--- src/rtl/useq_pkg.sv ---
package useq_pkg;

    localparam int ADDR_W = 5;
    localparam int DEPTH  = 1 << ADDR_W;
    localparam int CTL_W  = 8;
    localparam int CNT_W  = 4;
    localparam int COND_W = 4;
    localparam int CSEL_W = $clog2(COND_W);

    typedef enum logic [1:0] {
        BR_JUMP  = 2'd0,
        BR_TEST1 = 2'd1,
        BR_TEST2 = 2'd2,
        BR_LOOP  = 2'd3
    } br_sel_e;

    typedef enum logic {
        SQ_RUN  = 1'b0,
        SQ_HALT = 1'b1
    } seq_state_e;

    typedef struct packed {
        logic              halt;
        logic              ld;
        logic [CNT_W-1:0]  ldval;
        br_sel_e           bsel;
        logic [CSEL_W-1:0] csel;
        logic [ADDR_W-1:0] nxt;
        logic [CTL_W-1:0]  ctl;
    } uinst_t;

    typedef uinst_t [DEPTH-1:0] ustore_t;

    // Default image: a straight chain that halts on the last word.
    function automatic ustore_t default_prog();
        ustore_t p;
        for (int i = 0; i < DEPTH; i++) begin
            p[i]       = '0;
            p[i].ctl   = CTL_W'(i);
            p[i].nxt   = ADDR_W'((i + 1) % DEPTH);
            p[i].bsel  = BR_JUMP;
            p[i].halt  = (i == DEPTH - 1);
        end
        return p;
    endfunction

endpackage

--- src/rtl/useq_store.sv ---
module useq_store
    import useq_pkg::*;
#(
    parameter ustore_t PROG = default_prog()
) (
    input  logic [ADDR_W-1:0] addr,
    output uinst_t            word
);
    // Asynchronous read of the fixed control store.
    assign word = PROG[addr];
endmodule

--- src/rtl/useq_next.sv ---
module useq_next
    import useq_pkg::*;
(
    input  br_sel_e           bsel,
    input  logic [CSEL_W-1:0] csel,
    input  logic [ADDR_W-1:0] nxt,
    input  logic [COND_W-1:0] cond,
    input  logic              cnt_zero,
    output logic [ADDR_W-1:0] nxt_addr
);
    logic [CSEL_W-1:0] csel_hi;

    assign csel_hi = csel + CSEL_W'(1);

    always_comb begin
        unique case (bsel)
            BR_JUMP:  nxt_addr = nxt;
            BR_TEST1: nxt_addr = {nxt[ADDR_W-1:1], cond[csel]};
            BR_TEST2: nxt_addr = {nxt[ADDR_W-1:2], cond[csel_hi], cond[csel]};
            BR_LOOP:  nxt_addr = {nxt[ADDR_W-1:1], cnt_zero};
            default:  nxt_addr = nxt;
        endcase
    end
endmodule

--- src/rtl/useq_loop.sv ---
module useq_loop
    import useq_pkg::*;
(
    input  logic             clk,
    input  logic             rst,
    input  logic             hold,
    input  logic             ld,
    input  logic [CNT_W-1:0] ldval,
    input  logic             dec_en,
    output logic [CNT_W-1:0] cnt,
    output logic             cnt_zero
);
    assign cnt_zero = (cnt == '0);

    always_ff @(posedge clk) begin
        if (rst) begin
            cnt <= '0;
        end else if (!hold) begin
            if (ld)
                cnt <= ldval;
            else if (dec_en && !cnt_zero)
                cnt <= cnt - CNT_W'(1);
        end
    end
endmodule

--- src/rtl/useq_top.sv ---
module useq_top
    import useq_pkg::*;
#(
    parameter ustore_t PROG = default_prog()
) (
    input  logic              clk,
    input  logic              rst,
    input  logic [COND_W-1:0] cond_i,
    output logic [CTL_W-1:0]  ctl_o,
    output logic              halted_o
);
    logic [ADDR_W-1:0] upc_q;
    logic [ADDR_W-1:0] nxt_addr;
    uinst_t            word;
    seq_state_e        state_q;
    logic [CNT_W-1:0]  cnt_q;
    logic              cnt_zero;
    logic              freeze;

    useq_store #(.PROG(PROG)) i_store (
        .addr (upc_q),
        .word (word)
    );

    useq_next i_next (
        .bsel     (word.bsel),
        .csel     (word.csel),
        .nxt      (word.nxt),
        .cond     (cond_i),
        .cnt_zero (cnt_zero),
        .nxt_addr (nxt_addr)
    );

    assign freeze = word.halt || (state_q == SQ_HALT);

    useq_loop i_loop (
        .clk      (clk),
        .rst      (rst),
        .hold     (freeze),
        .ld       (word.ld),
        .ldval    (word.ldval),
        .dec_en   (word.bsel == BR_LOOP),
        .cnt      (cnt_q),
        .cnt_zero (cnt_zero)
    );

    // Microprogram address register: no incrementer, next address from the word.
    always_ff @(posedge clk) begin
        if (rst)
            upc_q <= '0;
        else if (!freeze)
            upc_q <= nxt_addr;
    end

    // Sequencer state register.
    always_ff @(posedge clk) begin
        if (rst) begin
            state_q <= SQ_RUN;
        end else begin
            unique case (state_q)
                SQ_RUN:  if (word.halt) state_q <= SQ_HALT;
                SQ_HALT: state_q <= SQ_HALT;
                default: state_q <= SQ_RUN;
            endcase
        end
    end

    // Outputs.
    always_comb begin
        ctl_o    = word.ctl;
        halted_o = (state_q == SQ_HALT);
    end
endmodule

--- config.mk ---
export PLATFORM = sky130hd
export DESIGN_NAME = useq_top
export DESIGN_NICKNAME = d
export VERILOG_FILES = /design/src/rtl/useq_pkg.sv /design/src/rtl/useq_store.sv /design/src/rtl/useq_next.sv /design/src/rtl/useq_loop.sv /design/src/rtl/useq_top.sv
export SDC_FILE = /design/constraint.sdc
export NUM_CORES = 1
export LEC_CHECK = 0
export BUFFER_PORTS_ARGS = -buffer_cell sky130_fd_sc_hd__buf_2
export CAP_MARGIN = 15
export CORE_AREA = 2 2 42 44
export DETAILED_ROUTE_END_ITERATION = 7
export DIE_AREA = 0 0 44 46
export PLACE_DENSITY = 0.68
export SLEW_MARGIN = 10
export SYNTH_ARGS = -nofsm -noshare
export SYNTH_HDL_FRONTEND = slang
export SYNTH_SLANG_ARGS = --single-unit
--- constraint.sdc ---
create_clock -name clk -period 1.5 [get_ports clk]
set_input_delay 0.15 -clock clk [delete_from_list [all_inputs] [get_ports clk]]
set_output_delay 0.15 -clock clk [all_outputs]
set_load 0.02 [all_outputs]
Yosys cells after proc, flatten, opt, wreduce, memory -nomap -nowiden
Memories as Yosys holds them, arrays and structs flattened. A register that Yosys moved wholly into a read port is not among the register bits.
Index checks and enable logic that the tools add are counted.

operators by class
  reduce and logical (&&, ||, !) cells = 7
  muxes and demuxes = 12
  bitwise operators = 2
  order comparisons = 3
  add/sub/neg operators = 2
  equality and inequality tests = 3

operator list
  operator                                            count
  2-to-1 mux 23 bit                                   1
  one-hot mux 5 bit (4 select lines)                  1
  2-to-1 mux 5 bit                                    2
  2-to-1 mux 4 bit                                    2
  < comparator 2 x 3 -> 1 bit, second input constant  2
  < comparator 5 x 6 -> 1 bit, second input constant  1
  binary-select mux 1 bit (select 2 bit)              2
  == test 2 bit, second input constant                2
  logical NOT 4 bit                                   1
  subtractor 4 x 1 -> 4 bit, second input constant    1
  2-to-1 mux 1 bit                                    3
  adder 2 x 1 -> 2 bit, second input constant         1
  == test 2 x 1 -> 1 bit, second input constant       1
  logical NOT 2 bit                                   1
  inverter 1 bit                                      2
  one-hot mux 1 bit (2 select lines)                  1
  AND reduction 2 bit                                 1
  nonzero test 2 bit                                  1
  logical AND 1 bit                                   1
  logical NOT 1 bit                                   1
  logical OR 1 bit                                    1

word-level totals
  memories = 1
  output and inout bits = 9
  memory bits (read-only) = 736
  register bits = 10
  logic and storage cells = 33
  bits of input ports = 6

memories
  name              words  width  rd ports  clocked after Yosys merged registers in  wr ports  line              RTL
  (name not given)  32     23     1         1                                        0         useq_store.sv:10  assign word = PROG[addr];

Depth between registers and ports, before layout
Gate-level depths: netlist of the first run.

  depth in word-level cells = 8
  depth in mapped cells = 7
  gate-level depth less buffers = 7

Cells and area by module
From an unflattened synthesis of the first run, not the netlist that was laid out.

unflattened totals
  cells, all modules = 105
  area total of the unflattened synthesis = 842.1 µm²

modules (own cells, without submodules)
  module      cells an instance  area an instance (µm²)  instances
  useq_loop   35                 260.2                   1
  useq_top    27                 247.7                   1
  useq_store  30                 212.7                   1
  useq_next   13                 121.4                   1

Worst setup path before layout of the first run
OpenSTA, ideal clock, no wires.

  path type = flip-flop to flip-flop
  start point = register state_q (netlist: halted_o)
  end point = register, netlist name i_store.word[22]
  period minus slack after synthesis = 1.692 ns
  slack = -0.192 ns
  arrival = 1.612 ns
  cell stages (with the launch flop) = 8
  data required time = 1.420 ns
  path buffers = 0
  cells stage by stage = dfxtp_1 -> nor2_1 -> mux2i_1 -> nor2_1 -> ha_1 -> inv_1 -> a211o_1 -> a211oi_2

RTL lines
  what                    line            RTL
  start, declared         useq_top.sv:15  seq_state_e state_q;
  start signal, assigned  useq_top.sv:58  state_q <= SQ_RUN;
  start signal, assigned  useq_top.sv:61  SQ_RUN: if (word.halt) state_q <= SQ_HALT;
  start signal, assigned  useq_top.sv:62  SQ_HALT: state_q <= SQ_HALT;

==> results of run 1 <==
-- Yosys cell counts, types with 2 or more instances --
cell	n	area (um2)
dfxtp_1	17	340
o21ai_0	3	15.0
ha_1	2	25.0
nor2_1	4	15.0
clkbuf_1	2	7.51
buf_4	8	60.1
or3b_4	2	22.5
mux2i_1	3	30.0
a21oi_1	7	35.0
a21oi_2	2	17.5
a211oi_2	2	25.0
-- logic make-up after synthesis --
| group | after synthesis | share of synthesized area, % |
|---|---|---|
| AOI/OAI and AO/OA | 18 | 18.5 |
| DFF | 17 | 50.9 |
| buffers and inverters | 11 | 10.7 |
| and+or+nand+nor | 11 | 11.0 |
| muxes | 3 | 4.49 |
| adders and majority gates | 2 | 3.74 |
| other | 1 | 0.561 |
-- where the power goes --
part	internal (uW)	switching (uW)	total (uW)
Combinational	49.0	54.8	104
Sequential	472	7.99	480
Clock	99.4	144	243
-- per-layer routing --
layer | GRT usage [%] | vias to the layer above | share of wire, % | routed length, um
met2 | 18.5 | 10 | 48 | 520
li1 | - | 233 | - | -
met5 | 0 | - | 0 | 0
met3 | 3.57 | 5 | 3.7 | 40
met4 | 12.7 | 0 | 3.8 | 41
met1 | 14.3 | 194 | 44 | 473
-- worst register-to-register path: stages (launching register included) --
cell	delay (ns)
dfxtp_4	0.36
nor2_4	0.15
mux2i_2	0.28
nor2_2	0.07
buf_4	0.14
ha_4	0.16
nand2b_4	0.06
a21oi_2	0.04
o21ba_1	0.21
-- layout make-up --
class,instances,area (um2),area share (%)
inverter,1,3.75,0.453
clock buffer,3,22.5,2.72
clock inverter,1,5.00,0.604
timing repair buffer,17,110,13.3
multi-input combinational,37,318,38.4
sequential,17,348,42.0
tap,17,21.3,2.57
-- per-stage QoR --
step,cells,hold WS (ns)
2_1_floorplan,65,0.224
3_3_place_gp,84,0.424
4_1_cts,91,0.0847
3_5_place_dp,84,0.428
6_report,93,0.123
5_1_grt,93,0.127
-- state kept, by name (all words and copies together), names as in the netlist --
| signal | count |
|---|---|
| i_store.word | 11 |
| upc_q | 5 |
| halted_o | 1 |
-- worst paths after layout --
path | startpoint | end | slack [ns]
setup / recovery | i_store.word[22]$_SDFF_PN0_ | i_store.word[11]$_DFF_P_ | -0.01
hold / removal | rst | halted_o$_SDFF_PP0_ | 0.12
setup reg to reg | i_store.word[22]$_SDFF_PN0_ | i_store.word[11]$_DFF_P_ | -0.01
hold reg to reg | i_store.word[9]$_DFF_P_ | i_store.word[1]$_DFF_P_ | 0.50
-- timing repair --
| item | 4_1_cts | 5_1_grt |
|---|---|---|
| hold buffers | 0 | 0 |
| pin swaps | 4 | 1 |
| setup endpoints to repair | 3 | 3 |
| hold endpoints to repair | 0 | 0 |
| setup buffers | 3 | 2 |
| resized for setup | 6 | 8 |
==> metrics, run 1 <==
CP Launch Type flip-flop; Tot GR Track Use around an eighth; Core Util, Final roughly half; final instance area 828 um2; initial antenna violation count 0; Iter 0 DRT Violations 8; pre-CTS WS -0.0830 ns; FP Rows 15; RSZ-0062 raised after global routing yes; crit path max-delay cell type dfxtp_4; largest net degree at the start of global routing 11; Clock Latency Late Sink ~0.3 ns; Power, Total 827 uW; fillcell total roughly 140; # setup viols final 1; Worst Skew between 0.01 and 0.015 ns; Congestion Overflow GR 0; Final #Nets 85; Tcrit/Tclk final 101%; Hold Vio Cnt, Final 0; status finished, violations left; Worst R2R Path Depth 8; Final WS setup -0.0146 ns; CTS tree yes; via/cell ratio between 4 and 5; worst endpoint required time 1.74 ns; Worst path top cell family by delay flip-flops; Arr. time, crit path roughly 1.8 ns; Cell Chain, Critical Path nor2_4 > mux2i_2 > nor2_2 > buf_4 > ha_4 > nand2b_4 > a21oi_2 > o21ba_1; crit-path max FO 3; Max-cap violations 0; commonest register cell after synthesis dfxtp_1; Post-Syn Area ~670 um2; Max H-tree Level 1; PD cells between 900 and 1000 nW/um2; critical setup path kind reg2reg; Top Ports 15; CP peak stage delay 0.36 ns; core region area around 1600 um2; first-pass GRT wire length ~1700 um; sequential share of the synthesized area between 50% and 60%; Initial Util between 40% and 50%; Worst Hold Depth 2; P_leak ~0.00034 uW; CP endpoint kind flip-flop; most frequent cells in the layout 15 x dfxtp_1, 10 x buf_4, 7 x buf_2; CTS buffer count 3; Routed WL approximately 1100 um; cell count along the critical path 8; Placed Area slightly above 700 um2; FFs w/ async S/R, synth 0%; DIE HEIGHT 46 um; Area Overhead vs Synth 24.0%; Ys Warns 0; Final ANT Viol Nets 0; Worst Hold Class in2reg; Post-Route Setup TNS -0.0146 ns; DR pass1 iterations 2; syn avg cell area approximately 11 um2; Diodes inserted 0; Seq cells post-synth 17; Die ar. 2020 um2; Fmax between 0.6 and 0.7 GHz; post-DP HPWL approximately 700 um; RD Place Congestion between 0.7 and 0.8; Post-synth EDFFs 0; vias in the first global route between 400 and 500; most common cell after layout, fill and taps aside dfxtp_1; failing checks setup timing; root buf cell clkbuf_4; clk slew on worst S/H paths approximately 0.10 ns; layout cells sized above 1 a little over 50%; Die W approximately 44 um; vias about 440; Wirelength per Cell roughly 12 um; Post-Syn Instances 63; Bufs and invs on worst path 1; Peak supply drop roughly 370 uV; Port Buffers 7; Sinks on Clock Net 17; Final min period between 1.5 and 2 ns; DR DRC count 0; post-synth cell types 22; Clock Path Buffers 2; fin. max-slew vios 0
Power figures use the tool's default switching activity.
==> inputs of run 2 (changes only) <==
Settings changed: SKIP_CTS_REPAIR_TIMING set to 1.
==> metrics, run 2 (synthesis results as in run 1) <==
status finished, violations left; failing checks setup timing; Port Buffers 7 (unchanged); Diodes inserted 0 (unchanged); Iter 0 DRT Violations 4 (-4); Final ANT Viol Nets 0 (unchanged); post-DP HPWL 704 um (unchanged); via/cell ratio 4.78 (+0.68%); most frequent cells in the layout 15 x dfxtp_1, 9 x buf_4, 7 x buf_2; Sinks on Clock Net 17 (unchanged); CTS tree yes; DR DRC count 0 (unchanged); critical setup path kind reg2reg; Top Ports 15 (unchanged); Tcrit/Tclk final 101% (-0.21 points); RD Place Congestion 0.744 (unchanged); final instance area 822 um2 (-0.76%); Tot GR Track Use 12.0% (-0.58 points); Worst Skew 0.0124 ns (+0.00183 ns); Worst R2R Path Depth 8 (unchanged); Clock Latency Late Sink 0.30 ns (about the same); fin. max-slew vios 0 (unchanged); Worst Hold Depth 2 (unchanged); max FFs per register 11 (unchanged); Arr. time, crit path 1.76 ns (about the same); RSZ-0062 raised after global routing yes; Max-cap violations 0 (unchanged); FP Rows 15 (unchanged); Die W 44 um (unchanged); Placed Area 712 um2 (unchanged); CP peak stage delay 0.37 ns (about the same); Congestion Overflow GR 0 (unchanged); Initial Util 41.4% (unchanged); Core Util, Final 50.9% (-0.39 points); Clock Path Buffers 2 (unchanged); worst r2r src halted_o$_SDFF_PP0_; DIE HEIGHT 46 um (unchanged); Cell Chain, Critical Path nor2_4 > mux2i_2 > nor2_2 > buf_4 > ha_4 > nand2b_4 > a21oi_2 > o21ba_1; vias in the first global route 395 (-3.7%); Die ar. 2020 um2 (unchanged); Worst Hold Class in2reg; P_leak 0.000337 uW (+0.26%); CP Launch Type flip-flop; Final WS setup -0.0114 ns (+0.00319 ns); layout cells sized above 1 51.3% (unchanged); Routed WL 1100 um (+2.3%); largest net degree at the start of global routing 11 (unchanged); CP endpoint kind flip-flop; crit path max-delay cell type dfxtp_4; most common cell after layout, fill and taps aside dfxtp_1; CTS buffer count 3 (unchanged); final std cells w/o fill 93 (unchanged); PD cells 1020 nW/um2 (+1.9%); Final min period 1.51 ns (-0.00319 ns); vias 445 (+0.68%); first-pass GRT wire length 1610 um (-4.5%); # setup viols final 2 (+1); Hold Vio Cnt, Final 0 (unchanged); Reg2Reg Setup Slack -0.01 ns (about the same); Area Overhead vs Synth 23.0%; DR pass1 iterations 2 (unchanged); placed cells 84 (unchanged); HP Start rst; worst endpoint required time 1.74 ns (about the same); root buf cell clkbuf_4; core region area 1610 um2 (unchanged); initial antenna violation count 0 (unchanged); Final #Nets 85 (unchanged); Max H-tree Level 1 (unchanged); Fmax 0.662 GHz (+0.21%); Wirelength per Cell 11.8 um (+2.3%); crit-path max FO 3 (unchanged); Hold EP upc_q[1]$_SDFFE_PP0P_; reg2reg end i_store.word[11]$_DFF_P_; clk slew on worst S/H paths 0.10 ns (about the same); Peak supply drop 374 uV (+0.18%)
==> run 2: cell count changes in the layout (fill, tap and decap cells not counted) <==
| cell | change |
|---|---|
| a21oi_4 | -1 |
| dfxtp_4 | -1 |
| a21oi_2 | +1 |
| buf_6 | +1 |
| dfxtp_2 | +1 |
| buf_4 | -1 |
==> run 2: metrics by stage <==
| stage | worst slack, ns | hold slack, ns | TNS [ns] | power, uW |
|---|---|---|---|---|
| floorplan | 0.00913 | 0.224 | 0 | 557 |
| global placement | -0.0717 | 0.424 | -0.0765 | 566 |
| detailed placement | -0.0830 | 0.428 | -0.0830 | 568 |
| CTS | -0.126 | 0.0937 | -0.178 | 817 |
| global route | -0.114 | 0.118 | -0.326 | 872 |
| finish | -0.0114 | 0.106 | -0.0220 | 836 |
==> run 2: final cells by class <==
type                       count  area (um2)
inverter                       1        3.75
tap                           17        21.3
multi-input combinational     37         310
clock inverter                 1        5.00
fill                         141         792
sequential                    17         345
clock buffer                   3        22.5
timing repair buffer          17         114
==> run 2: per-layer routing <==
layer	vias up	part of all wire, %	GRT usage [%]
li1	234	-	-
met1	196	45	13.5
met2	10	48	17.4
met3	5	3.5	3.57
met4	0	3.7	12.7
met5	-	0	0
==> run 2: how the worst max path moves through the flow <==
stage	startpoint	end	slack [ns]	depth (start not counted)
2_1_floorplan	i_store.word[22]$_SDFF_PN0_	i_store.word[22]$_SDFF_PN0_	0.009	7
3_3_place_gp	halted_o$_SDFF_PP0_	i_store.word[22]$_SDFF_PN0_	-0.07	7
3_5_place_dp	halted_o$_SDFF_PP0_	i_store.word[22]$_SDFF_PN0_	-0.08	7
4_1_cts	halted_o$_SDFF_PP0_	i_store.word[22]$_SDFF_PN0_	-0.13	7
5_1_grt	i_store.word[22]$_SDFF_PN0_	i_store.word[22]$_SDFF_PN0_	-0.11	7
6_report	halted_o$_SDFF_PP0_	i_store.word[11]$_DFF_P_	-0.01	8
==> run 2: report_power, final <==
group	switching (uW)	internal [uW]	total [uW]
registers	8.20	473	482
logic	54.2	52.3	106
clock network	148	99.6	247
==> run 2: critical path, delay by kind of cell (launching register included) <==
kind                       cells  cell delay [ns]
DFF                            1             0.37
and+or+nand+nor                3             0.27
muxes                          1             0.26
AOI/OAI and AO/OA              2             0.24
adders and majority gates      1             0.16
buffers and inverters          1             0.14
